===== src/rtl/lsu_pkg.sv =====
package lsu_pkg;

  typedef enum logic [1:0] {
    SZ_BYTE = 2'd0,
    SZ_HALF = 2'd1,
    SZ_WORD = 2'd2,
    SZ_WIDE = 2'd3
  } acc_size_e;

  typedef struct packed {
    logic      is_store;
    logic      zero_ext;
    acc_size_e size;
  } mem_op_t;

  typedef enum logic [2:0] {
    ST_IDLE,
    ST_ISSUE,
    ST_WAIT,
    ST_RESP,
    ST_FAULT
  } lsu_state_e;

endpackage


===== src/rtl/lsu_ea_check.sv =====
module lsu_ea_check
  import lsu_pkg::*;
#(
  parameter int ADDR_W = 32,
  parameter int DISP_W = 16,
  parameter int NB     = 4
) (
  input  logic [ADDR_W-1:0] base,
  input  logic [DISP_W-1:0] disp,
  input  acc_size_e         size,
  output logic [ADDR_W-1:0] ea,
  output logic              misalign
);
  localparam int LANE_BITS = $clog2(NB);
  localparam int EXT_W     = ADDR_W - DISP_W;

  logic [LANE_BITS-1:0] need_zero;

  // Displacement widened by sign, sum wraps silently.
  assign ea = base + {{EXT_W{disp[DISP_W-1]}}, disp};

  always_comb begin
    case (size)
      SZ_BYTE: need_zero = '0;
      SZ_HALF: need_zero = LANE_BITS'(1);
      default: need_zero = LANE_BITS'(NB - 1);
    endcase
  end

  assign misalign = |(ea[LANE_BITS-1:0] & need_zero);

endmodule


===== src/rtl/lsu_store_lanes.sv =====
module lsu_store_lanes
  import lsu_pkg::*;
#(
  parameter int DATA_W = 32
) (
  input  acc_size_e                       size,
  input  logic [$clog2(DATA_W/8)-1:0]     off,
  input  logic [DATA_W-1:0]               src,
  output logic [DATA_W/8-1:0]             be,
  output logic [DATA_W-1:0]               wdata
);
  localparam int NB        = DATA_W / 8;
  localparam int LANE_BITS = $clog2(NB);

  logic [LANE_BITS:0]   nbytes;
  logic [LANE_BITS-1:0] wrap_mask;
  logic [LANE_BITS:0]   lo;
  logic [LANE_BITS:0]   hi;

  always_comb begin
    case (size)
      SZ_BYTE: nbytes = (LANE_BITS+1)'(1);
      SZ_HALF: nbytes = (LANE_BITS+1)'(2);
      default: nbytes = (LANE_BITS+1)'(NB);
    endcase
  end

  assign wrap_mask = LANE_BITS'(nbytes - (LANE_BITS+1)'(1));
  assign lo        = {1'b0, off};
  assign hi        = lo + nbytes;

  for (genvar i = 0; i < NB; i++) begin : g_lane
    localparam logic [LANE_BITS:0] LANE = (LANE_BITS+1)'(i);
    logic [LANE_BITS-1:0] pick;
    assign pick  = LANE[LANE_BITS-1:0] & wrap_mask;
    assign be[i] = (LANE >= lo) && (LANE < hi);
    assign wdata[i*8 +: 8] = src[{pick, 3'b000} +: 8];
  end

endmodule


===== src/rtl/lsu_load_extract.sv =====
module lsu_load_extract
  import lsu_pkg::*;
#(
  parameter int DATA_W = 32
) (
  input  acc_size_e                   size,
  input  logic                        zero_ext,
  input  logic [$clog2(DATA_W/8)-1:0] off,
  input  logic [DATA_W-1:0]           word,
  output logic [DATA_W-1:0]           result
);
  logic [DATA_W-1:0] shifted;
  logic              top_bit;
  logic              fill;

  assign shifted = word >> {off, 3'b000};

  always_comb begin
    case (size)
      SZ_BYTE: top_bit = shifted[7];
      SZ_HALF: top_bit = shifted[15];
      default: top_bit = shifted[DATA_W-1];
    endcase
  end

  assign fill = top_bit & ~zero_ext;

  always_comb begin
    for (int j = 0; j < DATA_W; j++) begin
      case (size)
        SZ_BYTE: result[j] = (j < 8)  ? shifted[j] : fill;
        SZ_HALF: result[j] = (j < 16) ? shifted[j] : fill;
        default: result[j] = shifted[j];
      endcase
    end
  end

endmodule


===== src/rtl/lsu_align_ext.sv =====
module lsu_align_ext
  import lsu_pkg::*;
#(
  parameter int ADDR_W = 32,
  parameter int DATA_W = 32,
  parameter int DISP_W = 16
) (
  input  logic              clk,
  input  logic              rst_n,
  input  logic              req_valid,
  output logic              req_ready,
  input  logic [3:0]        req_op,
  input  logic [ADDR_W-1:0] req_base,
  input  logic [DISP_W-1:0] req_disp,
  input  logic [DATA_W-1:0] req_src,
  output logic              mem_valid,
  input  logic              mem_ready,
  output logic [ADDR_W-1:0] mem_addr,
  output logic              mem_we,
  output logic [DATA_W/8-1:0] mem_be,
  output logic [DATA_W-1:0] mem_wdata,
  input  logic              mem_rsp_valid,
  input  logic [DATA_W-1:0] mem_rsp_data,
  output logic              ld_valid,
  input  logic              ld_ready,
  output logic [DATA_W-1:0] ld_data,
  output logic              align_fault,
  output logic [ADDR_W-1:0] fault_addr
);
  localparam int NB        = DATA_W / 8;
  localparam int LANE_BITS = $clog2(NB);

  lsu_state_e        state;
  mem_op_t           op_in;
  mem_op_t           op_q;
  logic [ADDR_W-1:0] ea_c;
  logic [ADDR_W-1:0] ea_q;
  logic              misalign_c;
  logic [DATA_W-1:0] src_q;
  logic [DATA_W-1:0] ld_q;
  logic [NB-1:0]     be_c;
  logic [DATA_W-1:0] wdata_c;
  logic [DATA_W-1:0] ext_c;

  assign op_in = mem_op_t'(req_op);

  lsu_ea_check #(.ADDR_W(ADDR_W), .DISP_W(DISP_W), .NB(NB)) u_ea (
    .base     (req_base),
    .disp     (req_disp),
    .size     (op_in.size),
    .ea       (ea_c),
    .misalign (misalign_c)
  );

  lsu_store_lanes #(.DATA_W(DATA_W)) u_st (
    .size  (op_q.size),
    .off   (ea_q[LANE_BITS-1:0]),
    .src   (src_q),
    .be    (be_c),
    .wdata (wdata_c)
  );

  lsu_load_extract #(.DATA_W(DATA_W)) u_ld (
    .size     (op_q.size),
    .zero_ext (op_q.zero_ext),
    .off      (ea_q[LANE_BITS-1:0]),
    .word     (mem_rsp_data),
    .result   (ext_c)
  );

  always_ff @(posedge clk) begin
    if (!rst_n) begin
      state <= ST_IDLE;
      op_q  <= '0;
      ea_q  <= '0;
      src_q <= '0;
      ld_q  <= '0;
    end else begin
      case (state)
        ST_IDLE: if (req_valid) begin
          op_q  <= op_in;
          ea_q  <= ea_c;
          src_q <= req_src;
          state <= misalign_c ? ST_FAULT : ST_ISSUE;
        end
        ST_ISSUE: if (mem_ready) state <= op_q.is_store ? ST_IDLE : ST_WAIT;
        ST_WAIT: if (mem_rsp_valid) begin
          ld_q  <= ext_c;
          state <= ST_RESP;
        end
        ST_RESP:  if (ld_ready) state <= ST_IDLE;
        ST_FAULT: state <= ST_IDLE;
        default:  state <= ST_IDLE;
      endcase
    end
  end

  assign req_ready   = (state == ST_IDLE);
  assign mem_valid   = (state == ST_ISSUE);
  assign mem_we      = mem_valid & op_q.is_store;
  assign mem_addr    = {ea_q[ADDR_W-1:LANE_BITS], {LANE_BITS{1'b0}}};
  assign mem_be      = mem_we ? be_c : '0;
  assign mem_wdata   = wdata_c;
  assign ld_valid    = (state == ST_RESP);
  assign ld_data     = ld_q;
  assign align_fault = (state == ST_FAULT);
  assign fault_addr  = align_fault ? ea_q : '0;

  AST_MEM_HOLD: assert property (@(posedge clk) disable iff (!rst_n)
    mem_valid && !mem_ready |=> mem_valid && $stable(mem_addr) && $stable(mem_be) && $stable(mem_wdata));
  AST_LD_HOLD: assert property (@(posedge clk) disable iff (!rst_n)
    ld_valid && !ld_ready |=> ld_valid && $stable(ld_data));
  AST_FAULT_QUIET: assert property (@(posedge clk) disable iff (!rst_n)
    align_fault |-> !mem_valid && !ld_valid && (mem_be == '0));
  AST_FAULT_PULSE: assert property (@(posedge clk) disable iff (!rst_n)
    align_fault |=> !align_fault);
  AST_FAULT_ODD: assert property (@(posedge clk) disable iff (!rst_n)
    align_fault |-> (fault_addr[LANE_BITS-1:0] != '0));
  AST_BE_SHAPE: assert property (@(posedge clk) disable iff (!rst_n)
    mem_we |-> ($countones(mem_be) == 1) || ($countones(mem_be) == 2) || ($countones(mem_be) == NB));
  AST_ONE_IN_FLIGHT: assert property (@(posedge clk) disable iff (!rst_n)
    req_ready |-> !mem_valid && !ld_valid && !align_fault);
  AST_RSP_TO_LD: assert property (@(posedge clk) disable iff (!rst_n)
    (state == ST_WAIT) && mem_rsp_valid |=> ld_valid);

endmodule


===== config.mk =====
export PLATFORM = sky130hd
export DESIGN_NAME = lsu_align_ext
export DESIGN_NICKNAME = d
export VERILOG_FILES = /design/src/rtl/lsu_pkg.sv /design/src/rtl/lsu_ea_check.sv /design/src/rtl/lsu_store_lanes.sv /design/src/rtl/lsu_load_extract.sv /design/src/rtl/lsu_align_ext.sv
export SDC_FILE = /design/constraint.sdc
export NUM_CORES = 1
export LEC_CHECK = 0
export BUFFER_PORTS_ARGS = -buffer_cell sky130_fd_sc_hd__buf_2
export CAP_MARGIN = 20
export CORE_ASPECT_RATIO = 1.25
export CORE_MARGIN = 3
export CORE_UTILIZATION = 32
export CTS_CLUSTER_SIZE = 25
export DETAILED_ROUTE_END_ITERATION = 8
export GPL_ROUTABILITY_DRIVEN = 0
export GPL_TIMING_DRIVEN = 0
export SYNTH_ARGS = -nofsm -noshare
export SYNTH_HDL_FRONTEND = slang
export SYNTH_SLANG_ARGS = --single-unit

===== constraint.sdc =====
create_clock -name clk -period 5.12 [get_ports clk]
set_input_delay 1.024 -clock clk [delete_from_list [all_inputs] [get_ports clk]]
set_output_delay 1.024 -clock clk [all_outputs]
set_load 0.05 [all_outputs]

==> results.cfg <==
[outcome]
run_status = finished clean

[synth]
yosys-top-cells-count = nand2_1, dfxtp_1, a21oi_1, o21ai_0, a21boi_0
synth_flop_cell = dfxtp_1
synth_top_area_share_pct = 29.69
synth_area_leaders = dfxtp_1, nand2_1, ha_1
synth.most_common_cell = nand2_1
synth_area_leader_cell = dfxtp_1
ys_ff_latch = 103
avgSynthCellArea_sq_um = 7.759
synth_cell_types = 68
synth_edf_count = 0
yosys_warnings = 0
netlist_area_sq_mm = 0.006944
synth_cells = 895
synthArstFlopShare_pct = 0
ys_seq_area_share_pct = 29.69

[clock_tree]
post_cts_buffers = 0
cts.repair.resized = 0
clk_pin_slew_ns = 0.08
clk_path_buf_depth = 2
holdBufCountCts = 0
clock-sinks = 103
numCtsBuffers = 9
cts_tree = built
cts.htree.levels = 3
clock_latency_ns = 0.35
cts_root_buffer = clkbuf_16

[setup_path]
path_buf_inv = 3
slowest_stage = buf_1
cp.required_ns = 4.10
crit_fanout = 10
end_kind = primary output
crit_family = buffers and inverters
cpPeakStageDelay_ns = 0.61
path_class = reg -> out
start_kind = flip-flop
worstPathArrival_ns = 3.24
path_cells = buf_1 > clkbuf_1 > nor2b_1 > fa_1 > xor2_1 > a21oi_1 > a211oi_1 > buf_2

[route]
first_pass_iters = 5
drt-initial-drc-count = 312
wl_per_cell_um = 16.63
wirelength_mm = 23.97
vias = 7079
vias_per_cell = 4.913
drc = 0
ant_nets = 0

[die]
fp.dieArea_sq_mm = 0.02352
core_sq_mm = 0.02104
die_h_um = 170.7
rows = 59
start_util_pct = 33.01
pin_count = 259
fp.dieW_um = 137.8

[power]
power_frac_clock_pct = 24.6
switching_power_w = 0.001303
ir_worst_vdd_mv = 0.1682
swShare_pct = 43.35
seqPwrFrac_pct = 32.2
combPwrFrac_pct = 43.2
powerDensity_mw_per_mm2 = 338.1
p_int_w = 0.001703
leakage_nw = 4.265

[layout]
insertedDiodeCount = 0
nets = 1318
area_delta_synth_final_pct = 28.00
drive_gt1_share_pct = 31.71

[flow_run]
timing.max_cap.violations = 0

[place]
detailed_place_hpwl_mm = 19.30
numPortBuffers = 255
pre_cts_ws_ns = 1.181

[grt]
first_global_vias = 6844
antenna_found_initial = 0
grt_remaining_overflow = 0
grt_max_degree = 20
grt_pass1_wl_mm = 36.38
track_usage_pct = 19.59

[timing]
worst_pin_slew_ns = 0.7832
final.setup.tns_ns = 0
skew_ns = 0.006444
setup_viol = 0
slew_viol_final = 0
slew_headroom_pct = 47.78
min_period_ns = 4.263
finalHoldViolCount = 0
rsz0062_at_grt = no
fmax_mhz = 234.6
postLayoutSetupSlackWorst_ns = 0.8571
period_share_pct = 83.26

[min_path]
min_path_type = reg -> reg
## flip-flops by register name (all words and copies together) (netlist names)
name     flops
state        3
op_q         4
ld_data     32
src_q       32
ea_q        32
## per-layer routing
metal / up-vias / global-route usage (%) / share of wire, %
li1: 3625 / - / -
met1: 3235 / 23.47 / 41
met2: 187 / 36.21 / 52
met3: 32 / 2.353 / 4.9
met4: 0 / 5.887 / 2.0
met5: - / 0 / 0
## cell families after synthesis
logic type / after synthesis / synth area share (%)
adder cells (fa/ha/maj): 34 / 6.342
other: 1 / 0.05400
flip-flops: 103 / 29.69
AO/OA/AOI/OAI: 262 / 24.45
XOR/XNOR: 23 / 2.901
multiplexers: 42 / 6.613
buffers and inverters: 102 / 8.090
AND/OR/NAND/NOR: 328 / 21.86
## placed cells by master, fill, tap and decap left out, types with 9 or more instances in the layout
cell type,netlist,routed
o21ai_0,61,61
nor2_1,24,24
xor2_1,12,12
nand2_1,199,199
xnor2_1,11,11
dfxtp_1,103,103
and2_1,45,45
buf_4,41,41
clkbuf_16,0,9
clkbuf_1,40,40
nand3_1,10,10
mux2_2,31,31
buf_2,8,263
a21boi_0,46,46
a21o_1,13,13
o211ai_1,10,10
mux2i_1,11,11
a21oi_1,64,64
ha_1,32,32
## final cells by class
type	count	area (sq um)
Clock inverter	7	91.34
Tap cell	274	342.8
Fill cell	2277	12150
Sequential cell	103	2062
Clock buffer	9	225.2
Timing Repair Buffer	255	1276
Buffer	96	539.3
Multi-Input combinational cell	691	4329
Inverter	6	22.52
## worst min-delay path: stages (launching register included)
cell	delay [ns]
dfxtp_1	0.31
nand2_1	0.04
a21boi_0	0.06
## power groups by stage
stage | Clock, W | Combinational, W | Sequential (W)
floorplan | 0 | 0.000938 | 0.000997
global placement | 0 | 0.00130 | 0.000987
detailed placement | 0 | 0.00130 | 0.000991
CTS | 0.000763 | 0.00131 | 0.000972
global route | 0.000789 | 0.00141 | 0.000982
finish | 0.000739 | 0.00130 | 0.000969
## final timing paths
| check | from | to | slack (ns) | depth (start not counted) |
|---|---|---|---|---|
| worst max register to register | state[0] | op_q[3] | 2.90 | 7 |
| worst min register to register | ld_data[2] | ld_data[2] | 0.46 | 2 |
| worst min-delay path | ld_data[2] | ld_data[2] | 0.46 | 2 |
| worst max-delay path | op_q[1] | mem_be[2] | 0.86 | 8 |
## through the flow
| stage | area [sq um] | hold WS [ns] | power (W) | utilization, % | std cells |
|---|---|---|---|---|---|
| finish | 8889 | 0.4611 | 0.003005 | 42.25 | 1441 |
| global route | 8889 | 0.4779 | 0.003183 | 42.25 | 1441 |
| CTS | 8889 | 0.4649 | 0.003045 | 42.25 | 1441 |
| detailed placement | 8572 | 0.4540 | 0.002295 | 40.74 | 1425 |
| global placement | 8567 | 0.4482 | 0.002285 | 40.72 | 1425 |
| floorplan | 6948 | 0.4342 | 0.001935 | - | 896 |
Power figures use the tool's default switching activity.
